**config.mk**
```make
export PLATFORM = sky130hd
export DESIGN_NAME = ddrw_seq
export DESIGN_NICKNAME = d
export VERILOG_FILES = /design/src/rtl/ddrw_pkg.sv /design/src/rtl/ddrw_cmd.sv /design/src/rtl/ddrw_beat.sv /design/src/rtl/ddrw_gap.sv /design/src/rtl/ddrw_seq.sv
export SDC_FILE = /design/constraint.sdc
export NUM_CORES = 1
export LEC_CHECK = 0
export ABC_AREA = 1
export ABC_CLOCK_PERIOD_IN_PS = 1100
export BUFFER_PORTS_ARGS = -buffer_cell sky130_fd_sc_hd__buf_4
export CORE_UTILIZATION = 39
export CTS_CLUSTER_DIAMETER = 150
export DETAILED_ROUTE_END_ITERATION = 6
export HOLD_SLACK_MARGIN = 0.02
export MAX_ROUTING_LAYER = met4
export PLACE_DENSITY_LB_ADDON = 0.05
export SLEW_MARGIN = 30
export SYNTH_ARGS = -nofsm -noshare
export SYNTH_HDL_FRONTEND = slang
export SYNTH_SLANG_ARGS = --single-unit
```
**constraint.sdc**
```tcl
create_clock -name clk -period 1.1 [get_ports clk]
set_clock_uncertainty 0.05 [all_clocks]
set_input_delay 0.22 -clock clk [delete_from_list [all_inputs] [get_ports clk]]
set_output_delay 0.22 -clock clk [all_outputs]
set_load 0.01 [all_outputs]
```
**src/rtl/ddrw_pkg.sv**
```systemverilog
package ddrw_pkg;

    localparam int BANK_W = 2;
    localparam int COL_W  = 10;
    localparam int DQ_W   = 16;
    localparam int NBYTE  = DQ_W / 8;
    localparam int PAIR_W = 3;

    typedef enum logic [1:0] {
        LEN_2  = 2'b00,
        LEN_4  = 2'b01,
        LEN_8  = 2'b10,
        LEN_8X = 2'b11
    } blen_e;

    typedef struct packed {
        logic [BANK_W-1:0] bank;
        logic [COL_W-1:0]  col;
        logic              ap;
    } wcmd_t;

    typedef struct packed {
        logic [DQ_W-1:0]  rise;
        logic [DQ_W-1:0]  fall;
        logic [NBYTE-1:0] mrise;
        logic [NBYTE-1:0] mfall;
    } pair_t;

    function automatic logic [PAIR_W-1:0] pairs_of(input blen_e len);
        case (len)
            LEN_2:   return PAIR_W'(1);
            LEN_4:   return PAIR_W'(2);
            default: return PAIR_W'(4);
        endcase
    endfunction

endpackage

```
**src/rtl/ddrw_cmd.sv**
```systemverilog
module ddrw_cmd
    import ddrw_pkg::*;
(
    input  logic  clk,
    input  logic  rst,
    input  logic  valid,
    input  wcmd_t req,
    output logic  cmd_wr,
    output wcmd_t cmd
);

    always_ff @(posedge clk) begin
        if (rst) begin
            cmd_wr <= 1'b0;
            cmd    <= '0;
        end else begin
            cmd_wr <= valid;
            cmd    <= valid ? req : '0;
        end
    end

endmodule

```
**src/rtl/ddrw_beat.sv**
```systemverilog
module ddrw_beat
    import ddrw_pkg::*;
(
    input  logic              clk,
    input  logic              rst,
    input  logic              start,
    input  logic [PAIR_W-1:0] start_pairs,
    input  pair_t             in_pair,
    output logic              take,
    output logic              last,
    output logic              dq_oe,
    output logic              post,
    output pair_t             out_pair
);

    logic [PAIR_W-1:0] rem;

    assign take = (rem != '0);
    assign last = dq_oe && !take;

    always_ff @(posedge clk) begin
        if (rst) begin
            rem <= '0;
        end else if (start) begin
            rem <= start_pairs;
        end else if (take) begin
            rem <= rem - PAIR_W'(1);
        end
    end

    always_ff @(posedge clk) begin
        if (rst) begin
            dq_oe    <= 1'b0;
            post     <= 1'b0;
            out_pair <= '0;
        end else begin
            dq_oe    <= take;
            post     <= last;
            out_pair <= take ? in_pair : '0;
        end
    end

    AST_REM_BOUND: assert property (@(posedge clk) disable iff (rst)
        rem <= PAIR_W'(4));

    AST_TAKE_RUN: assert property (@(posedge clk) disable iff (rst)
        (take && !start && rem > PAIR_W'(1)) |=> take);

endmodule

```
**src/rtl/ddrw_gap.sv**
```systemverilog
module ddrw_gap #(
    parameter int GAP = 2
) (
    input  logic clk,
    input  logic rst,
    input  logic load,
    input  logic busy,
    output logic allow
);

    localparam int CW = (GAP < 1) ? 1 : $clog2(GAP + 1);

    logic [CW-1:0] cnt;

    always_ff @(posedge clk) begin
        if (rst) begin
            cnt <= '0;
        end else if (load) begin
            cnt <= CW'(GAP);
        end else if (cnt != '0) begin
            cnt <= cnt - CW'(1);
        end
    end

    assign allow = (cnt == '0) && !busy;

endmodule

```
**src/rtl/ddrw_seq.sv**
```systemverilog
module ddrw_seq
    import ddrw_pkg::*;
#(
    parameter int TWTR = 2,
    parameter int TWR  = 3
) (
    input  logic              clk,
    input  logic              rst,
    input  logic              req_valid,
    input  logic [BANK_W-1:0] req_bank,
    input  logic [COL_W-1:0]  req_col,
    input  logic [1:0]        req_len,
    input  logic              req_ap,
    output logic              cmd_wr,
    output logic [BANK_W-1:0] cmd_bank,
    output logic [COL_W-1:0]  cmd_col,
    output logic              cmd_ap,
    output logic              wd_take,
    input  logic [DQ_W-1:0]   wd_rise,
    input  logic [DQ_W-1:0]   wd_fall,
    input  logic [NBYTE-1:0]  we_rise,
    input  logic [NBYTE-1:0]  we_fall,
    output logic              dq_oe,
    output logic [DQ_W-1:0]   dq_rise,
    output logic [DQ_W-1:0]   dq_fall,
    output logic [NBYTE-1:0]  dm_rise,
    output logic [NBYTE-1:0]  dm_fall,
    output logic              dqs_oe,
    output logic              dqs_tog,
    output logic              rd_allow,
    output logic              pre_allow
);

    wcmd_t req_s;
    wcmd_t cmd_s;
    pair_t in_s;
    pair_t out_s;
    logic  last_s;
    logic  post_s;
    logic  busy_s;

    assign req_s = '{bank: req_bank, col: req_col, ap: req_ap};
    assign in_s  = '{rise: wd_rise, fall: wd_fall, mrise: ~we_rise, mfall: ~we_fall};

    ddrw_cmd u_cmd (
        .clk    (clk),
        .rst    (rst),
        .valid  (req_valid),
        .req    (req_s),
        .cmd_wr (cmd_wr),
        .cmd    (cmd_s)
    );

    ddrw_beat u_beat (
        .clk         (clk),
        .rst         (rst),
        .start       (req_valid),
        .start_pairs (pairs_of(blen_e'(req_len))),
        .in_pair     (in_s),
        .take        (wd_take),
        .last        (last_s),
        .dq_oe       (dq_oe),
        .post        (post_s),
        .out_pair    (out_s)
    );

    assign busy_s = cmd_wr | wd_take | dq_oe;

    ddrw_gap #(.GAP(TWTR)) u_wtr (
        .clk   (clk),
        .rst   (rst),
        .load  (last_s),
        .busy  (busy_s),
        .allow (rd_allow)
    );

    ddrw_gap #(.GAP(TWR)) u_wr (
        .clk   (clk),
        .rst   (rst),
        .load  (last_s),
        .busy  (busy_s),
        .allow (pre_allow)
    );

    assign cmd_bank = cmd_s.bank;
    assign cmd_col  = cmd_s.col;
    assign cmd_ap   = cmd_s.ap;
    assign dq_rise  = out_s.rise;
    assign dq_fall  = out_s.fall;
    assign dm_rise  = out_s.mrise;
    assign dm_fall  = out_s.mfall;
    assign dqs_oe   = cmd_wr | dq_oe | post_s;
    assign dqs_tog  = dq_oe;

    AST_CMD_FROM_REQ: assert property (@(posedge clk) disable iff (rst)
        cmd_wr |-> $past(req_valid));

    AST_CMD_THEN_DATA: assert property (@(posedge clk) disable iff (rst)
        cmd_wr |=> dq_oe);

    AST_PREAMBLE: assert property (@(posedge clk) disable iff (rst)
        $rose(dq_oe) |-> $past(cmd_wr) && $past(dqs_oe) && !$past(dqs_tog));

    AST_POSTAMBLE: assert property (@(posedge clk) disable iff (rst)
        $fell(dq_oe) |-> dqs_oe && !dqs_tog);

    AST_QUIET_LANES: assert property (@(posedge clk) disable iff (rst)
        !dq_oe |-> (dq_rise == '0) && (dq_fall == '0) && (dm_rise == '0) && (dm_fall == '0));

    AST_BUSY_BLOCK: assert property (@(posedge clk) disable iff (rst)
        (dq_oe || cmd_wr) |-> !rd_allow && !pre_allow);

    generate
        if (TWTR > 0) begin : g_wtr_chk
            AST_WTR_HOLD: assert property (@(posedge clk) disable iff (rst)
                $fell(dq_oe) |-> !rd_allow);
        end
        if (TWR > 0) begin : g_wr_chk
            AST_WR_HOLD: assert property (@(posedge clk) disable iff (rst)
                $fell(dq_oe) |-> !pre_allow);
        end
    endgenerate

endmodule

```
==> results of run 1 <==
## power by group through the flow
stage	logic (mW)	clock network, mW	registers, mW
floorplan	0.672	0	2.62
global placement	1.41	0	2.52
detailed placement	1.43	0	2.52
CTS	1.88	1.69	2.48
global route	2.10	1.80	2.51
finish	1.91	1.65	2.49
## layout by cell type (no fill, tap or decap), drive strengths merged
cell,synthesis,routed
a21oi,1,1
inv,62,62
dfxtp,59,59
o21ai,4,4
nor3,2,2
nor2,61,61
bufbuf,0,1
buf,6,129
nand3,6,6
clkbuf,0,11
clkinv,0,3
dlygate4sd3,0,4
ha,3,3
nand2,17,17
nand3b,1,1
## tightest hold or removal path, cell delays in order
cell    delay (ns)
buf_4         0.07
inv_1         0.03
nor2_1        0.08
## per-stage QoR
step / power (mW) / worst slack, ns / util [%] / instances
4_1_cts: 6.059 / -0.4569 / 70.30 / 429
6_report: 6.043 / -0.4525 / 70.77 / 431
3_3_place_gp: 3.932 / -0.2013 / 60.89 / 400
5_1_grt: 6.404 / -0.5285 / 70.77 / 431
2_1_floorplan: 3.290 / -0.1511 / - / 222
3_5_place_dp: 3.952 / -0.2068 / 60.89 / 400
## worst max path at each step
| stage | from | end | slack, ns | cells after the start |
|---|---|---|---|---|
| floorplan | u_beat.rem[1]$_SDFFE_PP0P_ | rd_allow | -0.15 | 6 |
| global placement | u_beat.rem[1]$_SDFFE_PP0P_ | rd_allow | -0.20 | 7 |
| detailed placement | u_beat.rem[1]$_SDFFE_PP0P_ | rd_allow | -0.21 | 7 |
| CTS | u_beat.rem[1]$_SDFFE_PP0P_ | rd_allow | -0.46 | 7 |
| global route | u_beat.rem[1]$_SDFFE_PP0P_ | rd_allow | -0.53 | 7 |
| finish | u_beat.rem[1]$_SDFFE_PP0P_ | rd_allow | -0.45 | 7 |
## cells by family after synthesis
| kind of cell | count (synthesis) | synth area share, % |
|---|---|---|
| AND/OR/NAND/NOR | 87 | 21.87 |
| buffers and inverters | 68 | 14.94 |
| flip-flops | 59 | 60.01 |
| AO/OA/AOI/OAI | 5 | 1.271 |
| adder cells (fa/ha/maj) | 3 | 1.907 |
## metal layers
layer / up-vias / GRT usage, % / wire length (µm)
li1: 899 / - / -
met1: 713 / 20.09 / 1877
met2: 75 / 31.07 / 2238
met3: 12 / 4.558 / 321
met4: 0 / 10.02 / 100
met5: - / - / 0
## layout make-up
class                   count  area (µm²)  share of cell area, %
clock inverters             3       15.01                 0.4433
inverters                  62       232.7                  6.871
well taps                  67       83.83                  2.475
clock buffers              11       151.4                  4.470
multi-input cells          95       556.8                  16.44
repair buffers            134        1165                  34.39
flip-flops and latches     59        1182                  34.91
## repair_timing
action	4_1_cts	5_1_grt
gates resized for setup	21	4
setup buffers	7	3
endpoints found under the setup margin	46	51
hold buffers	4	0
gates cloned	4	0
pin swaps	3	1
endpoints found under the hold margin	4	0
## state kept, by name (all words and copies together) (netlist names)
name,cells
u_beat.dq_oe,1
u_beat.out_pair,36
u_beat.post,1
u_beat.rem,3
u_cmd.cmd,13
u_cmd.cmd_wr,1
u_wr.cnt,2
u_wtr.cnt,2
==> Flow_metrics.wiki, run 1 <==
{| class="wikitable"
! Metric !! Value
|-
| Die W || about 73 µm
|-
| End point of the most critical hold path || u_beat.out_pair[31]$_SDFF_PP0_
|-
| Critical path arrival || approximately 1.3 ns
|-
| Crit path required time || between 0.8 and 0.9 ns
|-
| Total core area || 4786 µm²
|-
| Count of final setup violators || 50
|-
| Worst-path cell chain || inv_2 > ha_4 > inv_2 > nor2_4 > nand3_2 > nor3_2 > buf_4
|-
| Slowest cell on crit path || dfxtp_1
|-
| Number of diodes || 0
|-
| Number of global-route vias before repair || ~1700
|-
| Critical Path Source Type || flop
|-
| Summed area of non-filler cells in the final layout || ~3400 µm²
|-
| TritonCTS clock tree || built
|-
| Area contributors post-synth || dfxtp_1 60%, inv_1 11%, nor2_2 9.2%, nor2_1 5.9%, nand2_1 2.9%
|-
| Relative contribution of combinational cells to total power || 31.6%
|-
| Power spent charging and discharging nets || roughly 1.7 mW
|-
| Number of fill cells || about 400
|-
| Maximum number of pins on one net before global-route repair || 11
|-
| Total Neg Setup Slack || -10.46 ns
|-
| Average wire per standard cell || 10.53 µm
|-
| Final global-route overflow total || 0
|-
| Kind of path behind the tightest hold check || input port to flop
|-
| Relative slew slack || roughly 87%
|-
| Post-Syn Nets || approximately 280
|-
| First-pass GRT wire length || ~7 mm
|-
| Critical path class || flop to output pin
|-
| Switch share || between 20% and 30%
|-
| Die Y || around 73 µm
|-
| Final Routed Wirelength || 4.537 mm
|-
| # H-tree levels || 3
|-
| Crit Path Max Fanout || 2
|-
| TritonCTS Buffers || 9
|-
| Ranking of synthesized cells by instance count || 59 x dfxtp_1, 57 x inv_1, 31 x nor2_1
|-
| Reg2reg path depth || 8
|-
| Synthesized netlist cell count || between 200 and 250
|-
| Run status || finished, violations left
|-
| Total number of vias || 1699
|-
| Standard-cell row count || 25
|-
| Number of max-slew violations in the final report || 0
|-
| Worst r2r src || u_beat.rem[1]$_SDFFE_PP0P_
|-
| Global routing usage summed across all routing layers || between 10% and 20%
|-
| Worst ir drop on vdd || between 1 and 1.5 mV
|-
| Number of distinct library cell variants in the gate-level netlist after synthesis || 19
|-
| Part of the power in the clock network || 27.3%
|-
| CTS Buffer Depth || 2
|-
| Root buffer cell || clkbuf_8
|-
| Warnings from Yosys || 0
|-
| Share of cells above drive strength 1 || about 54%
|-
| Crit-path most repeated cell || inv_2
|-
| Transition time at the pin with the least slew margin || 0.1927 ns
|-
| Area of placed instances || 2914 µm²
|-
| Worst hold-check slack || 0.06922 ns
|-
| DRC || 0
|-
| Worst hold start || wd_rise[11]
|-
| Crit path capture type || output pin
|-
| R2R setup slack || -0.29 ns
|-
| Crit path buffers/inverters || 3
|-
| Worst-Skew Late Latency || approximately 0.31 ns
|-
| Worst reg2reg endpoint || u_beat.out_pair[24]$_SDFF_PP0_
|-
| Most common flop cell mapped by yosys || dfxtp_1
|-
| Most numerous cell in the Yosys netlist || dfxtp_1
|-
| Starting density of the core || 41.12%
|-
| Peak clock frequency supported by timing || ~640 MHz
|-
| RSZ-0062 raised after global routing || true
|-
| Number of violations of the max-capacitance limit || 0
|-
| Mean instance size in the synthesized netlist || 8.865 µm²
|-
| Clock transition at path regs || 0.06 ns
|-
| Total power divided by cell area || 1784 nW/µm²
|-
| Sequential fraction of design power || between 40% and 50%
|-
| Netlist Area Pre-Place || 1968 µm²
|-
| Global placer's final weighted congestion || approximately 0.75
|-
| Synthesized flop and latch total || 59
|-
| Number of failing hold endpoints at the final stage || 0
|-
| Drt via density || just under 4
|-
| Antenna violations before repair || 0
|-
| Total leakage power || 1.850 nW
|-
| Power Internal || about 4.4 mW
|-
| Delay contributed by the slowest stage of the critical path || approximately 0.31 ns
|-
| Register area share after synthesis || between 60 and 70%
|-
| Drt first-iter violations || 64
|-
| Share of synthesized flip-flops with an asynchronous set or reset || 0%
|-
| Worst Hold Path Cells || 3
|-
| Violations in the final reports || negative setup slack
|-
| Count of clock tree sinks || just under 60
|-
| Post-synth EDFFs || 0
|-
| Post-synthesis to final-layout area growth || 72.09%
|-
| Hpwl dp || 3.016 mm
|-
| Crit path setup slack, layout || -0.4525 ns
|-
| Worst path top cell family by delay || flip-flops
|-
| Antenna-violating nets left || 0
|-
| Count of buffers from port buffering || roughly 110
|-
| Top-area cell type share of the netlist area || approximately three fifths
|-
| Top-level I/O count || 110
|-
| Area of the die || ~5300 µm²
|-
| Cell taking the most area after synthesis || dfxtp_1
|-
| Final net count || between 400 and 500
|-
| Number of search-and-repair iterations in the first detailed-routing pass || 4
|-
| Minimum period implied by the final worst setup slack || around 1.6 ns
|-
| Final worst-path cycle share || 141.1%
|}
(Power assumes the default switching activity.)
==> run 2: changes to the inputs <==
--- a/config.mk
+++ b/config.mk
@@ -6,9 +6,9 @@
 export NUM_CORES = 1
 export LEC_CHECK = 0
 export ABC_AREA = 1
-export ABC_CLOCK_PERIOD_IN_PS = 1100
+export ABC_CLOCK_PERIOD_IN_PS = 1700
 export BUFFER_PORTS_ARGS = -buffer_cell sky130_fd_sc_hd__buf_4
-export CORE_UTILIZATION = 39
+export CORE_UTILIZATION = 43
 export CTS_CLUSTER_DIAMETER = 150
 export DETAILED_ROUTE_END_ITERATION = 6
 export HOLD_SLACK_MARGIN = 0.02
==> constraint.sdc (replaced) <==
create_clock -name clk -period 1.7 [get_ports clk]
set_clock_uncertainty 0.05 [all_clocks]
set_input_delay 0.34 -clock clk [delete_from_list [all_inputs] [get_ports clk]]
set_output_delay 0.34 -clock clk [all_outputs]
set_load 0.01 [all_outputs]
==> run 2 against run 1 <==
Effect of this change: the run still ends with negative setup slack left; combinational power shrank 52%; setup slack gained 0.43 ns; flip-flop and latch count is the same; power shrank 41%; via count shrank 2.4%; first-iteration DRC count shrank 22%; worst hold slack gained 0.042 ns; final area shrank 10%.
==> Flow_metrics.wiki, run 2 (same netlist as run 1, synthesis figures left out) <==
{| class="wikitable"
! Metric !! Value
|-
| Run status || finished, violations left
|-
| Violations in the final reports || negative setup slack
|-
| Crit path setup slack, layout || -0.02501 ns
|-
| Root buffer cell || clkbuf_8
|-
| Die W || between 60 and 70 µm
|-
| Most frequent cells in the layout || 114 x buf_4, 58 x dfxtp_1, 54 x inv_1
|-
| Worst-Skew Late Latency || around 0.33 ns
|-
| Worst r2r src || u_beat.rem[1]$_SDFFE_PP0P_
|-
| Hpwl dp || between 2 and 3 mm
|-
| Post-synthesis to final-layout area growth || 54.42%
|-
| First-pass GRT wire length || 6.313 mm
|-
| Power Internal || roughly 2.6 mW
|-
| Number of failing hold endpoints at the final stage || 0
|-
| Starting density of the core || between 40% and 50%
|-
| Total number of vias || roughly 1700
|-
| Final worst-path cycle share || 101.5%
|-
| Antenna violations before repair || 0
|-
| Minimum period implied by the final worst setup slack || ~1.7 ns
|-
| Global routing usage summed across all routing layers || roughly 18%
|-
| Global placer's final weighted congestion || about 0.73
|-
| Relative slew slack || between 70% and 80%
|-
| Number of global-route vias before repair || around 1400
|-
| Average wire per standard cell || between 10 and 15 µm
|-
| Worst hold start || we_rise[0]
|-
| Critical path arrival || roughly 1.3 ns
|-
| Area taken by multi-input logic gates || 523.0 µm²
|-
| Standard-cell row count || 24
|-
| Max FFs per register || 36
|-
| Number of max-slew violations in the final report || 0
|-
| Power spent charging and discharging nets || 1.014 mW
|-
| Drt via density || roughly 4.2
|-
| Antenna-violating nets left || 0
|-
| Count of final setup violators || 1
|-
| Slowest cell on crit path || dfxtp_2
|-
| Delay contributed by the slowest stage of the critical path || between 0.3 and 0.4 ns
|-
| Relative contribution of combinational cells to total power || between 20% and 30%
|-
| Top-level I/O count || 110
|-
| RSZ-0062 raised after global routing || true
|-
| Sum of internal, switching and leakage power || about 3.6 mW
|-
| Die Y || roughly 70 µm
|-
| Total core area || around 4400 µm²
|-
| Number of diodes || 0
|-
| Worst setup path startpoint || u_beat.rem[1]$_SDFFE_PP0P_
|-
| Number of fill cells || ~370
|-
| Final Routed Wirelength || 4.025 mm
|-
| Critical Path Source Type || flop
|-
| Part of the power in the clock network || between 20% and 30%
|-
| Crit-path most repeated cell || inv_2
|-
| Number of violations of the max-capacitance limit || 0
|-
| Count of clock tree sinks || 59
|-
| Maximum number of pins on one net before global-route repair || 39
|-
| Final global-route overflow total || 0
|-
| Worst hold-check slack || roughly 0.11 ns
|-
| Share of cells above drive strength 1 || around 50%
|-
| Biggest regs || u_beat.out_pair x36, u_cmd.cmd x13, u_beat.rem x3
|-
| TritonCTS Buffers || 9
|-
| Total power divided by cell area || between 1000 and 1500 nW/µm²
|-
| Crit path required time || approximately 1.3 ns
|-
| Peak clock frequency supported by timing || ~580 MHz
|-
| # H-tree levels || 3
|-
| Worst-path cell chain || inv_2 > ha_4 > inv_2 > nor2_4 > nand3_2 > nor3_2 > buf_4
|-
| Critical path class || flop to output pin
|-
| Count of buffers from port buffering || 109
|-
| Register containing the most flip-flops in the final layout || u_beat.out_pair
|-
| Sequential fraction of design power || between 40% and 50%
|-
| Switch share || between 20% and 30%
|-
| Area of the die || 4852 µm²
|-
| Number of search-and-repair iterations in the first detailed-routing pass || 4
|-
| TritonCTS clock tree || built
|-
| Kind of path behind the tightest hold check || input port to flop
|-
| Most common cell after layout, fill and taps aside || buf_4
|-
| Final net count || approximately 400
|-
| Worst ir drop on vdd || approximately 0.74 mV
|-
| DRC || 0
|-
| Total leakage power || around 1.7 nW
|-
| Transition time at the pin with the least slew margin || about 0.33 ns
|-
| Drt first-iter violations || 50
|-
| Crit path capture type || output pin
|-
| CTS Buffer Depth || 2
|-
| Clock transition at path regs || 0.06 ns
|-
| Storage element area || approximately 1200 µm²
|-
| Crit Path Max Fanout || 2
|}
run 2: changes by cell type in the layout (fill, tap and decap cells not counted), sizes merged:
cell         delta
dlygate4sd3     -4
buf            -14
clkbuf          +1
bufbuf          -1
run 2: final timing paths:
check / endpoint / slack (ns) / cells past startpoint
max: rd_allow / -0.03 / 7
min: u_beat.out_pair[2]$_SDFF_PP0_ / 0.11 / 2
max reg2reg: u_beat.rem[0]$_SDFFE_PP0P_ / 0.38 / 9
min reg2reg: u_wtr.cnt[0]$_SDFFE_PP0P_ / 0.43 / 1
run 2: critical path: cells and delay by family, from the launching register on:
family	cells	cell delay, ns
and+or+nand+nor	3	0.32
buffers and inverters	3	0.25
DFF	1	0.32
adders and majority gates	1	0.13
run 2: layout make-up:
| type | count | share of cell area [%] |
|---|---|---|
| multi-input cells | 95 | 17.21 |
| well taps | 52 | 2.141 |
| inverters | 62 | 7.657 |
| clock buffers | 12 | 4.776 |
| clock inverters | 3 | 0.4940 |
| flip-flops and latches | 59 | 38.90 |
| repair buffers | 115 | 28.82 |
run 2: repair_timing:
item | CTS | global route
hold buffers | 0 | 0
pin swaps | 5 | 4
buffers inserted | 3 | 2
resized for setup | 10 | 0
setup endpoints to repair | 2 | 2
run 2: routing by layer:
metal  up-vias  part of all wire, %  track usage, %
met5         -                    0               -
met4         0                  2.3           12.00
met3         8                  9.0           6.686
met2        76                   46           26.43
met1       713                   42           20.07
li1        862                    -               -
run 2: stage by stage:
step                      std cells  area, µm²  util [%]  setup slack [ns]  TNS (ns)
after global routing            398       3039     69.32           -0.1196   -0.1581
final                           398       3039     69.32          -0.02501  -0.02501
after floorplan                 222       1968         -            0.2168         0
after detailed placement        378       2810     64.10            0.1189         0
after CTS                       396       3024     68.98          -0.08668   -0.1121
after global placement          378       2810     64.10            0.1506         0
run 2: power groups by stage:
stage,Sequential (mW),Combinational [mW],Clock [mW]
after floorplan,1.69,0.406,0
after global placement,1.63,0.821,0
after detailed placement,1.63,0.843,0
after CTS,1.61,0.903,1.08
after global routing,1.63,1.02,1.15
final,1.61,0.912,1.06
